===== config.mk =====
export PLATFORM = sky130hd
export DESIGN_NAME = i2c_addr_match
export DESIGN_NICKNAME = d
export VERILOG_FILES = /design/src/rtl/i2c_am_pkg.sv /design/src/rtl/i2c_bus_cond.sv /design/src/rtl/i2c_addr_cmp.sv /design/src/rtl/i2c_match_fsm.sv /design/src/rtl/i2c_addr_match.sv
export SDC_FILE = /design/constraint.sdc
export NUM_CORES = 1
export LEC_CHECK = 0
export BUFFER_PORTS_ARGS = -buffer_cell sky130_fd_sc_hd__buf_2
export CORE_ASPECT_RATIO = 1.5
export CORE_MARGIN = 1
export CORE_UTILIZATION = 50
export CTS_BUF_LIST = sky130_fd_sc_hd__clkbuf_4 sky130_fd_sc_hd__clkbuf_8
export CTS_CLUSTER_DIAMETER = 50
export CTS_CLUSTER_SIZE = 12
export DETAILED_ROUTE_END_ITERATION = 12
export GPL_TIMING_DRIVEN = 0
export PLACE_DENSITY = 0.76
export SLEW_MARGIN = 20
export SYNTH_ARGS = -nofsm -noshare
export SYNTH_HDL_FRONTEND = slang
export SYNTH_HIERARCHICAL = 1
export SYNTH_SLANG_ARGS = --single-unit

===== constraint.sdc =====
create_clock -name clk -period 4.08 [get_ports clk]
set_input_delay 1.224 -clock clk [delete_from_list [all_inputs] [get_ports clk]]
set_output_delay 1.224 -clock clk [all_outputs]
set_load 0.01 [all_outputs]

===== src/rtl/i2c_am_pkg.sv =====
package i2c_am_pkg;
    localparam int BYTE_W = 8;
    localparam int ADDR_W = 10;
    localparam logic [4:0] TEN_HDR = 5'b11110;

    typedef enum logic [2:0] {
        ST_IDLE,
        ST_ADDR,
        ST_ACK,
        ST_STRETCH,
        ST_DONE,
        ST_SKIP
    } am_state_e;
endpackage


===== src/rtl/i2c_bus_cond.sv =====
module i2c_bus_cond #(
    parameter int STAGES = 2
) (
    input  logic clk,
    input  logic rst_n,
    input  logic scl_i,
    input  logic sda_i,
    output logic sda_s,
    output logic scl_rise,
    output logic scl_fall,
    output logic start_det,
    output logic stop_det
);
    logic [1:0] pipe [STAGES];
    logic       scl_q, sda_q, scl_s;

    generate
        for (genvar g = 0; g < STAGES; g++) begin : g_sync
            always_ff @(posedge clk or negedge rst_n) begin
                if (!rst_n)
                    pipe[g] <= 2'b11;
                else if (g == 0)
                    pipe[g] <= {scl_i, sda_i};
                else
                    pipe[g] <= pipe[(g == 0) ? 0 : g - 1];
            end
        end
    endgenerate

    assign scl_s = pipe[STAGES-1][1];
    assign sda_s = pipe[STAGES-1][0];

    always_ff @(posedge clk or negedge rst_n) begin
        if (!rst_n) begin
            scl_q <= 1'b1;
            sda_q <= 1'b1;
        end else begin
            scl_q <= scl_s;
            sda_q <= sda_s;
        end
    end

    assign scl_rise  = scl_s & ~scl_q;
    assign scl_fall  = ~scl_s & scl_q;
    assign start_det = scl_s & scl_q & sda_q & ~sda_s;
    assign stop_det  = scl_s & scl_q & ~sda_q & sda_s;

    p_cond_excl_r10: assert property (@(posedge clk) disable iff (!rst_n)
        !(start_det && stop_det));
endmodule


===== src/rtl/i2c_addr_cmp.sv =====
module i2c_addr_cmp
    import i2c_am_pkg::*;
(
    input  logic [BYTE_W-1:0] rx_byte,
    input  logic              second_i,
    input  logic              armed_i,
    input  logic [ADDR_W-1:0] own_addr_i,
    input  logic [ADDR_W-1:0] addr_mask_i,
    input  logic              ten_bit_en_i,
    input  logic              gc_en_i,
    input  logic              repeater_en_i,
    output logic              ack_o,
    output logic              final_o,
    output logic              rw_o,
    output logic              gc_o,
    output logic              arm_o
);
    logic is_gc, is_hdr, hit7, hit_hi, hit_lo;

    assign is_gc  = (rx_byte == '0);
    assign is_hdr = (rx_byte[7:3] == TEN_HDR);
    assign hit7   = (((rx_byte[7:1] ^ own_addr_i[6:0]) & ~addr_mask_i[6:0]) == '0);
    assign hit_hi = (((rx_byte[2:1] ^ own_addr_i[9:8]) & ~addr_mask_i[9:8]) == '0);
    assign hit_lo = (((rx_byte ^ own_addr_i[7:0]) & ~addr_mask_i[7:0]) == '0);

    always_comb begin
        ack_o   = 1'b0;
        final_o = 1'b0;
        rw_o    = 1'b0;
        gc_o    = 1'b0;
        arm_o   = 1'b0;
        if (second_i) begin
            ack_o   = hit_lo;
            final_o = hit_lo;
            arm_o   = hit_lo;
        end else if (is_gc && gc_en_i) begin
            ack_o   = 1'b1;
            final_o = 1'b1;
            gc_o    = 1'b1;
        end else if (repeater_en_i) begin
            ack_o   = 1'b1;
            final_o = 1'b1;
            rw_o    = rx_byte[0];
        end else if (is_gc) begin
            ack_o   = 1'b0;
        end else if (!ten_bit_en_i) begin
            ack_o   = hit7;
            final_o = hit7;
            rw_o    = rx_byte[0];
        end else if (is_hdr && hit_hi) begin
            if (!rx_byte[0]) begin
                ack_o = 1'b1;
            end else begin
                ack_o   = armed_i;
                final_o = armed_i;
                rw_o    = 1'b1;
            end
        end
    end

    always_comb begin
        p_final_needs_ack_r3: assert (!final_o || ack_o);
    end
endmodule


===== src/rtl/i2c_match_fsm.sv =====
module i2c_match_fsm
    import i2c_am_pkg::*;
(
    input  logic              clk,
    input  logic              rst_n,
    input  logic              sda_s,
    input  logic              scl_rise,
    input  logic              scl_fall,
    input  logic              start_det,
    input  logic              stop_det,
    input  logic              stretch_en_i,
    input  logic              release_i,
    input  logic              cmp_ack,
    input  logic              cmp_final,
    input  logic              cmp_rw,
    input  logic              cmp_gc,
    input  logic              cmp_arm,
    output logic [BYTE_W-1:0] rx_byte,
    output logic              second_o,
    output logic              armed_o,
    output logic              match_o,
    output logic              rw_o,
    output logic              gc_o,
    output logic              sda_low_o,
    output logic              scl_hold_o
);
    localparam int CNT_W = $clog2(BYTE_W + 1);
    localparam logic [CNT_W-1:0] CNT_FULL = CNT_W'(BYTE_W);

    am_state_e        state_q, state_d;
    logic [CNT_W-1:0] bit_cnt;
    logic             full, final_q, match_q, rw_q, gc_q, armed_q, second_q;

    assign full = (bit_cnt == CNT_FULL);

    always_comb begin
        state_d = state_q;
        if (stop_det)
            state_d = ST_IDLE;
        else if (start_det)
            state_d = ST_ADDR;
        else begin
            unique case (state_q)
                ST_ADDR:
                    if (scl_fall && full)
                        state_d = cmp_ack ? ST_ACK : ST_SKIP;
                ST_ACK:
                    if (scl_fall)
                        state_d = !final_q ? ST_ADDR :
                                  (stretch_en_i ? ST_STRETCH : ST_DONE);
                ST_STRETCH:
                    if (release_i)
                        state_d = ST_DONE;
                ST_IDLE, ST_DONE, ST_SKIP: ;
            endcase
        end
    end

    always_ff @(posedge clk or negedge rst_n) begin
        if (!rst_n)
            state_q <= ST_IDLE;
        else
            state_q <= state_d;
    end

    always_ff @(posedge clk or negedge rst_n) begin
        if (!rst_n) begin
            bit_cnt  <= '0;
            rx_byte  <= '0;
            final_q  <= 1'b0;
            match_q  <= 1'b0;
            rw_q     <= 1'b0;
            gc_q     <= 1'b0;
            armed_q  <= 1'b0;
            second_q <= 1'b0;
        end else begin
            match_q <= 1'b0;
            if (stop_det || start_det) begin
                bit_cnt  <= '0;
                second_q <= 1'b0;
                rw_q     <= 1'b0;
                gc_q     <= 1'b0;
                if (stop_det)
                    armed_q <= 1'b0;
            end else if (state_q == ST_ADDR) begin
                if (scl_rise && !full) begin
                    rx_byte <= {rx_byte[BYTE_W-2:0], sda_s};
                    bit_cnt <= bit_cnt + 1'b1;
                end else if (scl_fall && full && cmp_ack) begin
                    final_q <= cmp_final;
                    armed_q <= armed_q | cmp_arm;
                    if (cmp_final) begin
                        rw_q <= cmp_rw;
                        gc_q <= cmp_gc;
                    end
                end
            end else if (state_q == ST_ACK && scl_fall) begin
                if (final_q) begin
                    match_q <= 1'b1;
                end else begin
                    bit_cnt  <= '0;
                    second_q <= 1'b1;
                end
            end
        end
    end

    always_comb begin
        sda_low_o  = (state_q == ST_ACK);
        scl_hold_o = (state_q == ST_STRETCH);
        match_o    = match_q;
        rw_o       = rw_q;
        gc_o       = gc_q;
        armed_o    = armed_q;
        second_o   = second_q;
    end

    p_ack_after_byte_r2: assert property (@(posedge clk) disable iff (!rst_n)
        $rose(sda_low_o) |-> $past(bit_cnt) == CNT_FULL);
    p_hold_on_match_r9: assert property (@(posedge clk) disable iff (!rst_n)
        $rose(scl_hold_o) |-> match_o);
    p_hold_release_r9: assert property (@(posedge clk) disable iff (!rst_n)
        $fell(scl_hold_o) |-> $past(release_i || start_det || stop_det));
    p_match_pulse_r11: assert property (@(posedge clk) disable iff (!rst_n)
        match_o |=> !match_o);
    p_gc_write_r5: assert property (@(posedge clk) disable iff (!rst_n)
        gc_o |-> !rw_o);
    p_stop_clears_r10: assert property (@(posedge clk) disable iff (!rst_n)
        stop_det |=> (!sda_low_o && !scl_hold_o && !match_o && !rw_o && !gc_o));
    p_lines_excl_r9: assert property (@(posedge clk) disable iff (!rst_n)
        !(sda_low_o && scl_hold_o));
endmodule


===== src/rtl/i2c_addr_match.sv =====
module i2c_addr_match
    import i2c_am_pkg::*;
#(
    parameter int SYNC_STAGES = 2
) (
    input  logic              clk,
    input  logic              rst_n,
    input  logic              scl_i,
    input  logic              sda_i,
    input  logic [ADDR_W-1:0] own_addr_i,
    input  logic [ADDR_W-1:0] addr_mask_i,
    input  logic              ten_bit_en_i,
    input  logic              gc_en_i,
    input  logic              repeater_en_i,
    input  logic              stretch_en_i,
    input  logic              release_i,
    output logic              match_o,
    output logic              rw_o,
    output logic              gc_o,
    output logic              sda_low_o,
    output logic              scl_hold_o
);
    logic              sda_s, scl_rise, scl_fall, start_det, stop_det;
    logic [BYTE_W-1:0] rx_byte;
    logic              second, armed;
    logic              cmp_ack, cmp_final, cmp_rw, cmp_gc, cmp_arm;

    i2c_bus_cond #(.STAGES(SYNC_STAGES)) u_cond (
        .clk       (clk),
        .rst_n     (rst_n),
        .scl_i     (scl_i),
        .sda_i     (sda_i),
        .sda_s     (sda_s),
        .scl_rise  (scl_rise),
        .scl_fall  (scl_fall),
        .start_det (start_det),
        .stop_det  (stop_det)
    );

    i2c_addr_cmp u_cmp (
        .rx_byte       (rx_byte),
        .second_i      (second),
        .armed_i       (armed),
        .own_addr_i    (own_addr_i),
        .addr_mask_i   (addr_mask_i),
        .ten_bit_en_i  (ten_bit_en_i),
        .gc_en_i       (gc_en_i),
        .repeater_en_i (repeater_en_i),
        .ack_o         (cmp_ack),
        .final_o       (cmp_final),
        .rw_o          (cmp_rw),
        .gc_o          (cmp_gc),
        .arm_o         (cmp_arm)
    );

    i2c_match_fsm u_fsm (
        .clk          (clk),
        .rst_n        (rst_n),
        .sda_s        (sda_s),
        .scl_rise     (scl_rise),
        .scl_fall     (scl_fall),
        .start_det    (start_det),
        .stop_det     (stop_det),
        .stretch_en_i (stretch_en_i),
        .release_i    (release_i),
        .cmp_ack      (cmp_ack),
        .cmp_final    (cmp_final),
        .cmp_rw       (cmp_rw),
        .cmp_gc       (cmp_gc),
        .cmp_arm      (cmp_arm),
        .rx_byte      (rx_byte),
        .second_o     (second),
        .armed_o      (armed),
        .match_o      (match_o),
        .rw_o         (rw_o),
        .gc_o         (gc_o),
        .sda_low_o    (sda_low_o),
        .scl_hold_o   (scl_hold_o)
    );
endmodule


==> impl_metrics.py <==
metrics = {
    "finish": {
        "fillers": 259,
        "design_area_um2": 1850,
        "final_core_util": 0.622,
        "fin_cells": 227,
        "area_delta_synth_final_pct": 16.7,
        "antennaDiodeCount": 0,
        "layout_commonest_cell": "buf_2",
        "mostFrequentLayoutCells": "buf_2, dfrtp_1, xnor2_1, nand2_1",
        "nets": 220,
        "drive_gt1_frac": 0.330,
    },
    "route": {
        "drc": 0,
        "wl_per_cell_um": 15.4,
        "vias_per_cell": 5.84,
        "ant_nets": 0,
        "drtPass1Iterations": 4,
        "drt-total-wl_mm": 3.49,
        "drt-initial-drc-count": 48,
        "vias": 1325,
    },
    "sta": {
        "setup-violations-final": 0,
        "worst_pin_slew_ns": 0.566,
        "hold_violations": 0,
        "fmax_ghz": 0.350,
        "relSlewSlack": 0.623,
        "fin_skew_ns": 0.00478,
        "slew_violations": 0,
        "finalCriticalPeriod_ns": 2.85,
        "fin_tns_setup_ns": 0,
        "rsz0062_at_grt": "false",
        "min_period_over_period": 0.700,
    },
    "min_path": {
        "worstHoldStart": "u_cond/pipe[2]$_DFF_PN1_",
        "min_delay_worst_endpoint": "u_cond/sda_s$_DFF_PN1_",
        "min_path_type": "reg2reg",
        "holdPathStages": 0,
    },
    "cts": {
        "cts_tree": "yes",
        "cts_hold_buf": 0,
        "cts-htree-levels": 1,
        "clk_path_buf_depth": 2,
        "cts_made_buffers": 3,
        "path_clk_slew_ns": 0.10,
        "post_cts_buffers": 0,
        "root_buffer": "clkbuf_8",
        "cts.sinks": 27,
        "clock_latency_ns": 0.28,
        "cts_resized": 0,
    },
    "placed_design": {
        "placed_cells": 223,
        "io_buffer_count": 33,
        "hpwl_mm": 2.64,
        "placed_cell_area_um2": 1800,
        "gp_congestion": 0.931,
    },
    "floorplan": {
        "die-area_um2": 3400,
        "ioPinCount": 34,
        "coreArea_um2": 2970,
        "placementRows": 24,
        "start_util": 0.533,
        "chipWidth_um": 48.0,
        "die_y_um": 71.0,
    },
    "power": {
        "pwr_density_cell_nw_per_um2": 438,
        "vdd_ir_drop_max_mv": 0.296,
        "power.leakage_uw": 0.000852,
    },
    "global_routing": {
        "grt_overflow_total": 0,
        "grt_max_degree": 28,
        "grt_pass1_vias": 1297,
        "grt_use_total": 0.225,
        "grt_antenna_before_repair": 0,
        "grt_pass1_wl_mm": 5.42,
    },
    "setup_path": {
        "worstPathRequired_ns": 4.24,
        "cp-startpoint": "own_addr_i[1]",
        "rr_worst_depth": 8,
        "path_max_fanout": 2,
        "critPathSlowestCell": "o41ai_2",
        "ff2ff_setup_slack_ns": 1.62,
        "cp_num_buf_inv": 1,
        "start_kind": "input pin",
        "timing.rr.end": "u_fsm/state_q[0]$_DFFE_PN0P_",
        "r2r-start": "u_fsm/rx_byte[2]$_DFFE_PN0P_",
        "cp.depth": 9,
        "cp_slowest_stage_delay_ns": 0.39,
        "arrival_ns": 3.02,
        "worstSetupPathType": "in2reg",
        "crit_path_end_kind": "register",
        "crit_family": "compound AO/OA/AOI/OAI gates",
        "path_cells": "buf_2, xnor2_1, o22ai_1, o41ai_2, a31oi_1, o21ai_1, nor2_1, or3_1, o311a_1",
    },
    "yosys": {
        "ys_ff_latch": 27,
        "synth_top_family_by_area": "simple AND/OR/NAND/NOR gates",
        "yosys.area.top_type_share": 0.331,
        "ys_async_sr_fraction": 1.00,
        "synth_flop_cell": "dfrtp_1",
        "synth_area_um2": 1590,
        "synth_adder_area_share": 0.0158,
        "synth_xor_xnor_area_share": 0.0994,
        "synth_cells": 151,
        "synthTopCellsByArea": "dfrtp_1, dfstp_2, xnor2_1",
        "synth_largest_area_cell": "dfrtp_1",
        "synthSimpleGateAreaFrac": 0.193,
        "synth.area.mux_share": 0.0758,
        "avgSynthCellArea_um2": 10.5,
        "synth_nets": 182,
        "synth.distinct_cells": 45,
        "synth_enable_flop_cells": 0,
        "ys_warn_count": 6,
        "synth_seq_area_share": 0.431,
        "synth-compound-area-share": 0.149,
    },
    "job": {
        "maxCapViolCount": 0,
    },
    "status": {
        "outcome": "completed",
    },
}
==> area by class of cell <==
| cell class | count | area (um2) | share of cell area |
|---|---|---|---|
| clock buffers | 3 | 41.3 | 0.0223 |
| multi-input cells | 113 | 846 | 0.457 |
| repair buffers | 33 | 165 | 0.0893 |
| well taps | 39 | 48.8 | 0.0264 |
| plain buffers | 2 | 22.5 | 0.0122 |
| clock inverters | 1 | 8.76 | 0.00474 |
| flip-flops and latches | 27 | 683 | 0.369 |
| inverters | 9 | 33.8 | 0.0183 |
==> state kept, by name (all words and copies together), names as in the netlist, 3 cells and up <==
name / count
u_fsm/rx_byte: 8
u_fsm/bit_cnt: 4
u_cond/pipe: 3
u_fsm/state_q: 3
==> per-layer routing <==
layer | GRT usage | routed length (um) | vias up
met4 | 0.133 | 129 | 0
met5 | 0 | 0 | -
li1 | - | - | 623
met2 | 0.389 | 1790 | 74
met1 | 0.233 | 1370 | 612
met3 | 0.0408 | 199 | 16
==> synthesized netlist by cell type, types with 2 or more instances <==
library cell / instances
or3_1: 2
dfstp_2: 6
nor2_1: 9
o211ai_1: 2
nand3_1: 4
a21oi_1: 2
and4b_1: 3
a31oi_1: 3
inv_1: 9
mux2_4: 8
buf_6: 2
xnor2_1: 17
o21ai_0: 7
o21ai_1: 2
nand2_1: 12
ha_1: 2
dfrtp_1: 21
nand4_1: 2
nor4_1: 2
nor2b_1: 2
o22ai_1: 7
nor3_1: 4
==> through the flow <==
step	setup WS [ns]	hold WS, ns	power, uW
floorplan	1.29	0.345	573
global placement	1.04	0.346	632
detailed placement	0.979	0.350	648
CTS	1.25	0.366	809
global route	1.15	0.371	857
finish	1.23	0.363	809
==> cells by family (layout without fill, tap and decap cells) <==
logic type	after synthesis	count (layout)
AOI/OAI and AO/OA	33	33
adders and majority gates	2	2
buffers and inverters	11	48
DFF	27	27
muxes	8	8
and+or+nand+nor	52	52
xor gates and xnor gates	18	18
==> worst max path at each step <==
stage,end,slack [ns]
finish,u_fsm/state_q[0]$_DFFE_PN0P_,1.23
global route,u_fsm/state_q[0]$_DFFE_PN0P_,1.15
CTS,u_fsm/state_q[0]$_DFFE_PN0P_,1.25
detailed placement,u_fsm/state_q[0]$_DFFE_PN0P_,0.98
global placement,u_fsm/state_q[0]$_DFFE_PN0P_,1.04
floorplan,u_fsm/state_q[0]$_DFFE_PN0P_,1.29
==> worst register-to-register path: cells and delay by family, from the launching register on <==
kind            cells  cell delay (ns)
compound gates      3             0.56
flops               1             0.48
simple gates        5             1.31
==> where the power goes <==
group / total [uW] / switching [uW] / internal [uW] / leakage (uW)
combinational: 257 / 109 / 148 / 0.000485
clock: 160 / 88.1 / 71.7 / 0.0000261
sequential: 392 / 81.2 / 311 / 0.000340
No activity file was read; power rests on OpenSTA's default activity.
